### src/rtl/rt_resp_pkg.sv
package rt_resp_pkg;
  localparam int WC_W  = 5;
  localparam int CNT_W = WC_W + 1;

  typedef enum logic [1:0] {
    SEQ_IDLE = 2'd0,
    SEQ_REQ  = 2'd1,
    SEQ_HOLD = 2'd2
  } seq_state_t;

  function automatic logic [CNT_W-1:0] words_of(input logic [WC_W-1:0] wc);
    words_of = (wc == '0) ? CNT_W'(1 << WC_W) : {1'b0, wc};
  endfunction
endpackage

### src/rtl/rt_sample_timer.sv
module rt_sample_timer #(
  parameter int SAMPLE_CYC = 32
) (
  input  logic clk,
  input  logic rst_n,
  input  logic start,
  input  logic stop,
  output logic tick
);
  localparam int CW = $clog2(SAMPLE_CYC + 1);

  logic          running;
  logic [CW-1:0] cnt;

  assign tick = running && (cnt == CW'(SAMPLE_CYC - 1));

  always_ff @(posedge clk or negedge rst_n) begin
    if (!rst_n) begin
      running <= 1'b0;
      cnt     <= '0;
    end else if (start) begin
      running <= 1'b1;
      cnt     <= '0;
    end else if (stop || tick) begin
      running <= 1'b0;
      cnt     <= '0;
    end else if (running) begin
      cnt <= cnt + 1'b1;
    end
  end

  // the count never runs past the sampling point
  p_cnt_bound_r1: assert property (@(posedge clk) disable iff (!rst_n)
    running |-> (cnt <= CW'(SAMPLE_CYC - 1)));
endmodule

### src/rtl/rt_status_dec.sv
module rt_status_dec
  import rt_resp_pkg::*;
(
  input  logic             clk,
  input  logic             rst_n,
  input  logic             sample,
  input  logic             clr,
  input  logic             cmd_tx_q,
  input  logic [WC_W-1:0]  cmd_wc_q,
  input  logic             busy_n,
  input  logic             illegal_n,
  output logic             sts_valid,
  output logic             sts_busy,
  output logic             sts_me,
  output logic [CNT_W-1:0] tx_count,
  output logic             decided
);
  logic send_data;
  assign send_data = cmd_tx_q && busy_n && illegal_n;

  always_ff @(posedge clk or negedge rst_n) begin
    if (!rst_n) begin
      sts_valid <= 1'b0;
      sts_busy  <= 1'b0;
      sts_me    <= 1'b0;
      tx_count  <= '0;
      decided   <= 1'b0;
    end else if (clr) begin
      sts_valid <= 1'b0;
      sts_busy  <= 1'b0;
      sts_me    <= 1'b0;
      tx_count  <= '0;
      decided   <= 1'b0;
    end else begin
      decided <= sample;
      if (sample) begin
        sts_valid <= 1'b1;
        sts_busy  <= ~busy_n;
        sts_me    <= ~illegal_n;
        tx_count  <= send_data ? words_of(cmd_wc_q) : '0;
      end
    end
  end

  // decided status is frozen until cleared
  p_hold_status_r4: assert property (@(posedge clk) disable iff (!rst_n)
    (sts_valid && !clr) |=> (sts_valid && $stable(sts_busy) && $stable(sts_me) && $stable(tx_count)));
  // a status with busy or message error carries no data words
  p_no_words_flagged_r6: assert property (@(posedge clk) disable iff (!rst_n)
    (sts_busy || sts_me) |-> (tx_count == '0));
endmodule

### src/rtl/rt_read_seq.sv
module rt_read_seq
  import rt_resp_pkg::*;
#(
  parameter int WORD_W = 16
) (
  input  logic              clk,
  input  logic              rst_n,
  input  logic              start,
  input  logic              abort,
  input  logic [CNT_W-1:0]  count,
  output logic              rd_req,
  input  logic              rd_gnt,
  input  logic [WORD_W-1:0] rd_data,
  output logic              wd_valid,
  input  logic              wd_ready,
  output logic [WORD_W-1:0] wd_data
);
  seq_state_t       state;
  logic [CNT_W-1:0] remain;

  assign rd_req   = (state == SEQ_REQ);
  assign wd_valid = (state == SEQ_HOLD);

  always_ff @(posedge clk or negedge rst_n) begin
    if (!rst_n) begin
      state   <= SEQ_IDLE;
      remain  <= '0;
      wd_data <= '0;
    end else if (abort) begin
      state  <= SEQ_IDLE;
      remain <= '0;
    end else begin
      unique case (state)
        SEQ_IDLE: if (start && count != '0) begin
          remain <= count;
          state  <= SEQ_REQ;
        end
        SEQ_REQ: if (rd_gnt) begin
          wd_data <= rd_data;
          remain  <= remain - 1'b1;
          state   <= SEQ_HOLD;
        end
        SEQ_HOLD: if (wd_ready) begin
          state <= (remain != '0) ? SEQ_REQ : SEQ_IDLE;
        end
        default: state <= SEQ_IDLE;
      endcase
    end
  end

  // never grants more words than were counted
  p_no_underflow_r5: assert property (@(posedge clk) disable iff (!rst_n)
    (rd_req && rd_gnt) |-> (remain != '0));
  // a waiting word stays put until accepted
  p_word_hold_r9: assert property (@(posedge clk) disable iff (!rst_n)
    (wd_valid && !wd_ready && !abort) |=> (wd_valid && $stable(wd_data)));
endmodule

### src/rtl/rt_resp_ctrl.sv
module rt_resp_ctrl
  import rt_resp_pkg::*;
#(
  parameter int CLK_MHZ = 16,
  parameter int WORD_W  = 16
) (
  input  logic              clk,
  input  logic              rst_n,
  input  logic              cmd_strobe,
  input  logic              cmd_tx,
  input  logic [WC_W-1:0]   cmd_wc,
  input  logic              msg_end,
  input  logic              busy_n,
  input  logic              illegal_n,
  output logic              sts_valid,
  output logic              sts_busy,
  output logic              sts_me,
  output logic [CNT_W-1:0]  tx_count,
  output logic              rd_req,
  input  logic              rd_gnt,
  input  logic [WORD_W-1:0] rd_data,
  output logic              wd_valid,
  input  logic              wd_ready,
  output logic [WORD_W-1:0] wd_data,
  input  logic              rx_valid,
  input  logic [WORD_W-1:0] rx_data,
  output logic              rx_ready,
  output logic              sub_wr_valid,
  output logic [WORD_W-1:0] sub_wr_data,
  input  logic              sub_wr_ready,
  output logic              incmd_n,
  output logic              msg_err_n
);
  localparam int SAMPLE_CYC = 2 * CLK_MHZ;

  logic            cmd_tx_q;
  logic [WC_W-1:0] cmd_wc_q;
  logic            clr;
  logic            tick;
  logic            decided;
  logic            rx_open;

  assign clr = cmd_strobe || msg_end;

  always_ff @(posedge clk or negedge rst_n) begin
    if (!rst_n) begin
      cmd_tx_q <= 1'b0;
      cmd_wc_q <= '0;
      incmd_n  <= 1'b1;
    end else if (cmd_strobe) begin
      cmd_tx_q <= cmd_tx;
      cmd_wc_q <= cmd_wc;
      incmd_n  <= 1'b0;
    end else if (msg_end) begin
      incmd_n <= 1'b1;
    end
  end

  rt_sample_timer #(.SAMPLE_CYC(SAMPLE_CYC)) u_timer (
    .clk(clk), .rst_n(rst_n), .start(cmd_strobe), .stop(msg_end), .tick(tick)
  );

  rt_status_dec u_dec (
    .clk(clk), .rst_n(rst_n), .sample(tick), .clr(clr),
    .cmd_tx_q(cmd_tx_q), .cmd_wc_q(cmd_wc_q),
    .busy_n(busy_n), .illegal_n(illegal_n),
    .sts_valid(sts_valid), .sts_busy(sts_busy), .sts_me(sts_me),
    .tx_count(tx_count), .decided(decided)
  );

  rt_read_seq #(.WORD_W(WORD_W)) u_seq (
    .clk(clk), .rst_n(rst_n), .start(decided), .abort(clr), .count(tx_count),
    .rd_req(rd_req), .rd_gnt(rd_gnt), .rd_data(rd_data),
    .wd_valid(wd_valid), .wd_ready(wd_ready), .wd_data(wd_data)
  );

  assign msg_err_n = !(sts_valid && sts_me);

  // receive words pass regardless of busy
  assign rx_open      = !incmd_n && !cmd_tx_q;
  assign sub_wr_valid = rx_valid && rx_open;
  assign sub_wr_data  = rx_data;
  assign rx_ready     = sub_wr_ready && rx_open;

  // in-command falls only after a captured command
  p_incmd_fall_r8: assert property (@(posedge clk) disable iff (!rst_n)
    $fell(incmd_n) |-> $past(cmd_strobe));
  // reads only for a decided, clean transmit
  p_read_clean_r6: assert property (@(posedge clk) disable iff (!rst_n)
    rd_req |-> (sts_valid && !sts_busy && !sts_me && cmd_tx_q));
  // end of message clears status
  p_end_clears_r10: assert property (@(posedge clk) disable iff (!rst_n)
    msg_end |=> (!sts_valid && !rd_req && !wd_valid));
endmodule

### config.mk
export PLATFORM = sky130hd
export DESIGN_NAME = rt_resp_ctrl
export DESIGN_NICKNAME = d
export VERILOG_FILES = /design/src/rtl/rt_resp_pkg.sv /design/src/rtl/rt_sample_timer.sv /design/src/rtl/rt_status_dec.sv /design/src/rtl/rt_read_seq.sv /design/src/rtl/rt_resp_ctrl.sv
export SDC_FILE = /design/constraint.sdc
export NUM_CORES = 1
export LEC_CHECK = 0
export ABC_AREA = 1
export CORE_AREA = 4 4 84 70
export CTS_BUF_LIST = sky130_fd_sc_hd__clkbuf_2
export DETAILED_ROUTE_END_ITERATION = 6
export DIE_AREA = 0 0 88 74
export DONT_BUFFER_PORTS = 1
export PLACE_DENSITY = 0.63
export SLEW_MARGIN = 20
export SYNTH_ARGS = -nofsm -noshare
export SYNTH_HDL_FRONTEND = slang
export SYNTH_SLANG_ARGS = --single-unit
### constraint.sdc
create_clock -name clk -period 1.7 [get_ports clk]
set_clock_uncertainty 0.05 [all_clocks]
set_input_delay 0.085 -clock clk [delete_from_list [all_inputs] [get_ports clk]]
set_output_delay 0.085 -clock clk [all_outputs]
set_load 0.03 [all_outputs]
---- After elaboration in Yosys (flattened, before gate mapping) ----
Cells that the tools add are included.
operators by class
  add/subtract/negate cells ............... 2
  eq/ne operators ......................... 6
  mux-type cells .......................... 28
  bitwise gates (word level) .............. 3
  reduce and logical (&&, ||, !) cells .... 25
operators by type and width
  operator               count
  $mux W6                10
  $mux W1                12
  $pmux W6 S2            1
  $reduce_bool A6 Y1     2
  $reduce_and A3 Y1      3
  $logic_and A1 B1 Y1    8
  $mux W2                4
  $add A6 B1 Y6 const B  1
  $eq A6 B5 Y1 const B   1
  $ne A3 B1 Y1 const B   2
  $pmux W2 S3            1
  $reduce_bool A2 Y1     3
  $reduce_bool A3 Y1     2
  $sub A6 B1 Y6 const B  1
  $logic_not A5 Y1       1
  $logic_not A1 Y1       3
  $ne A3 B2 Y1 const B   1
  $not A1 Y1             3
  $eq A2 B1 Y1 const B   1
  $eq A2 B2 Y1 const B   1
  $logic_not A2 Y1       1
  $logic_or A1 B1 Y1     2
storage, ports and cells
  register bits ........................... 48
  bits of input ports ..................... 48
  output and inout port bits .............. 47
  word-level logic and storage cells ...... 77

---- Longest topological paths before layout ----
Gate-level depths: netlist of the first run.
  word-level depth ........................ 5
  mapped depth ............................ 8
  depth with buffers taken out ............ 8

---- Modules after synthesis ----
Synthesis of the first run repeated with hierarchy kept, for this count alone.
second synthesis, totals
  cell total of the unflattened synthesis .. 269
  area, all modules ....................... 2412.3 um^2
by module, submodules not included
  module           times used  cells an instance  area each (um^2)  seq. area each (um^2)
  rt_read_seq      1           119                1204.9            600.6
  rt_resp_ctrl     1           54                 422.9             176.4
  rt_status_dec    1           47                 405.4             250.2
  rt_sample_timer  1           49                 379.1             175.2

---- Least setup slack after synthesis of the first run ----
OpenSTA, ideal clock, no wires.
  path kind ............................... flip-flop to flip-flop
  from .................................... register u_timer.cnt[0]
  to ...................................... register u_dec.tx_count[1]
  setup time .............................. 0.118 ns
  arrival time ............................ 1.234 ns
  data required time ...................... 1.532 ns
  setup slack ............................. 0.299 ns
  stages on the path, launching flop included .. 9
  buffers on the path ..................... 0
  clock period less this slack ............ 1.401 ns
  cells stage by stage .................... dfrtp_1 -> ha_1 -> nand3_1 -> nor3_4 -> nand2_4 -> nand2_4 -> inv_1 -> nand2_1 -> nand2_1
between the ends
  cells in the longest elaborated chain, start to end .. 3
ends and longest elaborated chain
  item                                 line                   text
  from (decl)                          rt_sample_timer.sv:13  logic [CW-1:0] cnt;
  from (signal assigned)               rt_sample_timer.sv:28  cnt <= cnt + 1'b1;
  $eq A6 B5 Y1                         rt_sample_timer.sv:15  assign tick = running && (cnt == CW'(SAMPLE_CYC - 1));
  $logic_and A1 B1 Y1                  rt_sample_timer.sv:15
  $reduce_bool A2 Y1 (no source line)  -
  to (signal assigned)                 rt_status_dec.sv:40    tx_count <= send_data ? words_of(cmd_wc_q) : '0;
  to (decl)                            rt_status_dec.sv:15    output logic [CNT_W-1:0] tx_count,
Every way passes these cells.
A chain may end at the register's enable or synchronous reset.

---- Worst setup path after layout of the first run ----
  from .................................... register u_timer.cnt[1]
  to ...................................... register u_dec.tx_count[2]
Same word-level chain as after synthesis.

==> results of run 1 <==
area by class of cell:
class / count / area, µm² / share of cell area (%)
clock inverters: 2 / 12.5 / 0.441
inverters: 19 / 75.1 / 2.65
multi-input cells: 157 / 985 / 34.7
well taps: 62 / 77.6 / 2.73
repair buffers: 48 / 455 / 16.0
flip-flops and latches: 48 / 1200 / 42.4
clock buffers: 6 / 30.0 / 1.06
Yosys cell counts, types with 2 or more instances:
library cell and count:
mux2_4 9, nand2_1 54, xor2_1 3, nand2_2 2, ha_1 3, nand4_1 3
nor3_1 4, mux2_2 7, nor2_1 24, a21oi_1 2, buf_4 16, dfrtp_1 47
inv_2 4, nor3b_1 3, o21ai_0 13, nand3_1 16, inv_1 15, nand2_4 4
what timing repair did:
item	CTS	global route
gates resized for setup	0	7
setup buffers	0	7
endpoints found under the setup margin	0	9
hold buffers	31	0
endpoints found under the hold margin	86	0
logic make-up (layout without fill, tap and decap cells):
group / count (synthesis) / count (layout) / share of synthesized area (%)
xor gates and xnor gates: 4 / 4 / 1.48
AOI/OAI and AO/OA: 18 / 18 / 4.08
and+or+nand+nor: 115 / 115 / 23.4
adders and majority gates: 3 / 3 / 1.59
buffers and inverters: 37 / 75 / 9.11
muxes: 17 / 17 / 9.48
DFF: 48 / 48 / 50.9
flip-flops by register name, summed over array words and instances, names as in the netlist:
name and flops:
cmd_wc_q 5, incmd_n 1, u_timer.running 1, u_seq.wd_data 16, u_dec.tx_count 6, u_timer.cnt 6, u_seq.remain 6, cmd_tx_q 1
u_seq.state 2, u_dec.decided 1, u_dec.sts_valid 1, u_dec.sts_busy 1, u_dec.sts_me 1
final timing paths:
check	depth (start not counted)	end	slack, ns	from
worst min register to register	2	u_dec.tx_count[4]	0.48	cmd_wc_q[4]
worst min-delay path	2	cmd_wc_q[0]	0.1	rst_n
worst max register to register	8	u_dec.tx_count[2]	0.05	u_timer.cnt[1]
worst max-delay path	8	u_dec.tx_count[2]	0.05	u_timer.cnt[1]
min in group clk	0	sub_wr_data[12]	0.12	rx_data[12]
max in group asynchronous	2	incmd_n	1.25	rst_n
where the power goes:
part           switching [mW]  internal, mW  total [mW]
logic                   0.160         0.218       0.378
registers               0.330          1.27        1.60
clock network           0.344         0.106       0.451
layer usage:
metal  up-vias  global-route usage [%]
li1        846                       -
met1       759                    21.0
met2        34                    25.2
met3         5                    4.76
met4         0                    5.11
met5         -                       0
stage by stage:
stage	setup TNS, ns	std cells
CTS	0	335
detailed placement	0	296
floorplan	0	242
finish	0	342
global route	-0.0392	342
global placement	0	296
==> impl_metrics.json, run 1 <==
{
  "run_status": "finished clean",
  "critPathLaunchType": "register",
  "gp_congestion": 0.778,
  "ys_types": 31,
  "synth_edf_count": 0,
  "routed_wl_um": 4770,
  "path_max_fanout": 8,
  "placed_area_um2": 2370,
  "finalSetupViolCount": 0,
  "end_kind": "register",
  "design_area_um2": 2840,
  "final_cell_mix": "54 x nand2_1, 47 x dfrtp_1, 30 x dlygate4sd3_1, 24 x nor2_1, 17 x buf_4",
  "synth-warning-count": 0,
  "ant_nets": 0,
  "yosysTopAreaCell": "dfrtp_1",
  "cp_num_buf_inv": 1,
  "met2_length_um": 2320,
  "yosysTopAreaCellShare_pct": 49.8,
  "portBuffers": 0,
  "rsz0062_at_grt": "true",
  "yosys-top-cells-area": "dfrtp_1 50%, nand2_1 8.6%, mux2_4 5.7%",
  "clk_latency_ns": 0.41,
  "hold_class": "input pin to async pin",
  "met3_length_um": 259,
  "fin_crit_ns": 1.65,
  "grt.total_usage_pct": 15.8,
  "nNetsFinal": 330,
  "place_hpwl_um": 3240,
  "path_class": "register to register",
  "final_core_util_pct": 57.0,
  "die_h_um": 74,
  "drv_slew": 0,
  "vias": 1644,
  "antenna_found_initial": 0,
  "slew_headroom_pct": 61.2,
  "finalCritPeriodShare_pct": 96.9,
  "clock-root-buffer": "clkbuf_2",
  "numCtsBuffers": 5,
  "syn_inst": 242,
  "clock.fmax_mhz": 607,
  "drt_iter0_markers": 82,
  "yosysSeqAreaShare_pct": 50.9,
  "final_common_cell": "nand2_1",
  "clkTransAtPathRegs_ns": 0.23,
  "finalHoldViolations": 0,
  "async_reset_ff_share_pct": 100,
  "slowest_stage": "dfrtp_1",
  "vias_per_cell": 4.81,
  "synth_ff_type": "dfrtp_1",
  "synth_area_um2": 2360,
  "rows": 23,
  "cpLargestDelayFamily": "simple AND/OR/NAND/NOR gates",
  "leakage_nw": 1.40,
  "syn_avg_cell_area_um2": 9.77,
  "synth-seq-cells": 48,
  "core_um2": 4980,
  "cp_data_required_time_ns": 1.96,
  "route.detailed.drc": 0,
  "ir_drop_mv": 0.612,
  "cts_tree": "yes",
  "crit_chain": "ha_4 -> nand3_4 -> nor3_4 -> nand2_4 -> nand2_8 -> clkinvlp_4 -> nand2_1 -> nand2_1",
  "drv_cap": 0,
  "wl_per_cell_um": 13.9,
  "drive_above_1_share_pct": 21.1,
  "synth_nets": 293,
  "syn_to_final_growth_pct": 20.1,
  "whs_ns": 0.0972,
  "grt_first_pass_wirelength_um": 7960,
  "n_antenna_cell": 0,
  "first_pass_iters": 4,
  "grt_pass1_vias": 1656,
  "wl_met1_um": 2140,
  "p_per_area_nw_per_um2": 857,
  "dr.max_layer_used": "met4",
  "fin_ws_ns": 0.0534,
  "worstMarginPinSlew_ns": 0.577,
  "pre_cts_ws_ns": 0.140,
  "crit_top_cell": "nand2_1",
  "crit_arrival_ns": 1.91,
  "io_pins": 95,
  "grt_overflow": 0,
  "clk_path_buf_depth": 2,
  "dieArea_um2": 6510,
  "power_mw": 2.43,
  "htreeDepth": 2,
  "cts_num_sinks": 48,
  "fill_cells": 448,
  "dieWidth_um": 88,
  "initial_core_util_pct": 47.5,
  "grt_max_degree": 49,
  "max_stage_delay_ns": 0.45
}
Note: power is estimated with default switching activity, not from simulation.
==> run 2: changes to the inputs <==
CORE_AREA = 4 4 76 78   (was 4 4 84 70)
DIE_AREA = 0 0 80 82   (was 0 0 88 74)
MAX_ROUTING_LAYER = met4   (was unset)
PLACE_DENSITY = 0.62   (was 0.63)
==> run 2 against run 1 <==
Global-route usage increased by 0.21 points. Sequential share of layout area grew 0.45 points. Routed wire length is 0.96% lower. Die area rose by 0.74%. Fmax grew 6.3%. Flip-flop and latch count did not move.
==> impl_metrics.json, run 2 (same netlist as run 1, synthesis figures left out) <==
{
  "slew_headroom_pct": 76.2,
  "cp_data_required_time_ns": 1.56,
  "clk_path_buf_depth": 2,
  "ir_drop_mv": 0.891,
  "leakage_nw": 1.41,
  "rows": 26,
  "n_antenna_cell": 0,
  "syn_to_final_growth_pct": 18.8,
  "io_pins": 95,
  "hold_class": "input pin to async pin",
  "finalSetupTns_ns": 0,
  "ant_nets": 0,
  "core_um2": 5070,
  "die_h_um": 82,
  "finalHoldViolations": 0,
  "final_common_cell": "nand2_1",
  "fill_cells": 461,
  "vias_per_cell": 4.78,
  "max_stage_delay_ns": 0.52,
  "route.detailed.drc": 0,
  "first_pass_iters": 4,
  "clock.fmax_mhz": 646,
  "htreeDepth": 2,
  "fin_crit_ns": 1.55,
  "grt.total_usage_pct": 16.0,
  "finalSetupViolCount": 0,
  "crit_arrival_ns": 1.41,
  "multi_input_area_um2": 951,
  "pre_cts_ws_ns": 0.146,
  "end_kind": "output pin",
  "gp_congestion": 0.837,
  "grt_pass1_vias": 1686,
  "drive_above_1_share_pct": 18.8,
  "worstMarginPinSlew_ns": 0.357,
  "routed_wl_um": 4720,
  "wl_per_cell_um": 13.6,
  "antenna_found_initial": 0,
  "rsz0062_at_grt": "false",
  "register_area_um2": 1200,
  "initial_core_util_pct": 46.6,
  "fin_ws_ns": 0.151,
  "cts_tree": "yes",
  "drv_cap": 0,
  "dieArea_um2": 6560,
  "cp_num_buf_inv": 1,
  "drv_slew": 0,
  "clkTransAtPathRegs_ns": 0.25,
  "clk_latency_ns": 0.43,
  "final_cell_mix": "54 x nand2_1, 47 x dfrtp_1, 30 x dlygate4sd3_1, 24 x nor2_1, 16 x nand3_1",
  "cpLargestDelayFamily": "flip-flops",
  "portBuffers": 0,
  "place_hpwl_um": 3290,
  "grt_overflow": 0,
  "regMostFlops": "u_seq.wd_data",
  "largest_register_ffs": 16,
  "dieWidth_um": 80,
  "p_per_area_nw_per_um2": 921,
  "path_class": "register to output pin",
  "crit_chain": "nor2_4 -> buf_4",
  "slowest_stage": "dfrtp_1",
  "run_status": "finished clean",
  "numCtsBuffers": 5,
  "clock-root-buffer": "clkbuf_2",
  "grt_first_pass_wirelength_um": 7890,
  "path_max_fanout": 10,
  "vias": 1654,
  "cts_num_sinks": 48,
  "finalCritPeriodShare_pct": 91.1,
  "drt_iter0_markers": 112,
  "grt_max_degree": 49,
  "critPathLaunchType": "register",
  "nNetsFinal": 326
}
[run 2: changes by cell type in the layout (fill, tap and decap cells not counted), sizes merged]
cell          previous run  this run
buf                     18        13
bufinv                   0         1
clkinv                   2         1
clkinvlp                 1         0
dlymetal6s4s             0         1
inv                     18        19
[run 2: what timing repair did]
action                                 CTS  global route
setup endpoints to repair                0             5
setup buffers                            0             1
endpoints found under the hold margin   86             0
hold buffers                            32             0
resized for setup                        0             2
[run 2: worst register-to-register path, cell delays in order (launching register included)]
cell and delay, ns:
dfrtp_1 0.42, ha_1 0.17, nand3_1 0.13, nor3_4 0.21
nand2_4 0.12, nand2_4 0.11, inv_1 0.13, nand2_1 0.09
nand2_1 0.05
[run 2: layer usage]
metal / GRT usage (%) / part of all wire (%) / wire (µm) / vias to the layer above
met2: 26.6 / 52 / 2470 / 29
met1: 19.0 / 40 / 1910 / 773
li1: - / - / - / 838
met3: 3.51 / 5.2 / 245 / 14
met4: 6.76 / 2.0 / 95 / 0
met5: - / 0 / 0 / -
[run 2: final timing paths]
kind                            cells past startpoint                end  slack, ns      startpoint
worst max-delay path                                2             rd_req       0.15  u_seq.state[1]
min in group clk                                    3        cmd_wc_q[0]       0.11      cmd_strobe
worst min-delay path                                2        cmd_wc_q[4]       0.07           rst_n
max in group asynchronous                           2            incmd_n       1.26           rst_n
worst max register to register                      8  u_dec.tx_count[3]       0.15  u_timer.cnt[1]
worst min register to register                      2  u_dec.tx_count[1]       0.49     cmd_wc_q[1]
[run 2: layout make-up]
class	count	share of cell area, %
Sequential cell	48	42.8
Multi-Input combinational cell	157	33.9
Timing Repair Buffer	44	15.3
Tap cell	70	3.12
Inverter	19	2.54
Clock inverter	2	1.25
Clock buffer	6	1.07
[run 2: power breakdown]
group          switching [mW]  total, mW  internal [mW]  leakage (nW)
Clock                   0.352      0.605          0.253        0.0430
Sequential              0.332       1.61           1.27         0.626
Combinational           0.159      0.375          0.216         0.738
Total                   0.844       2.59           1.74          1.41
[run 2: metrics by stage]
step	area, µm²	power [mW]	hold WS (ns)	util [%]	cells
5_1_grt	2810	2.71	0.0458	55.3	346
6_report	2810	2.59	0.0680	55.3	346
3_5_place_dp	2390	1.91	-0.259	47.1	305
4_1_cts	2790	2.60	0.0636	55.0	345
2_1_floorplan	2360	1.91	-0.261	-	242
3_3_place_gp	2390	1.90	-0.259	47.1	305
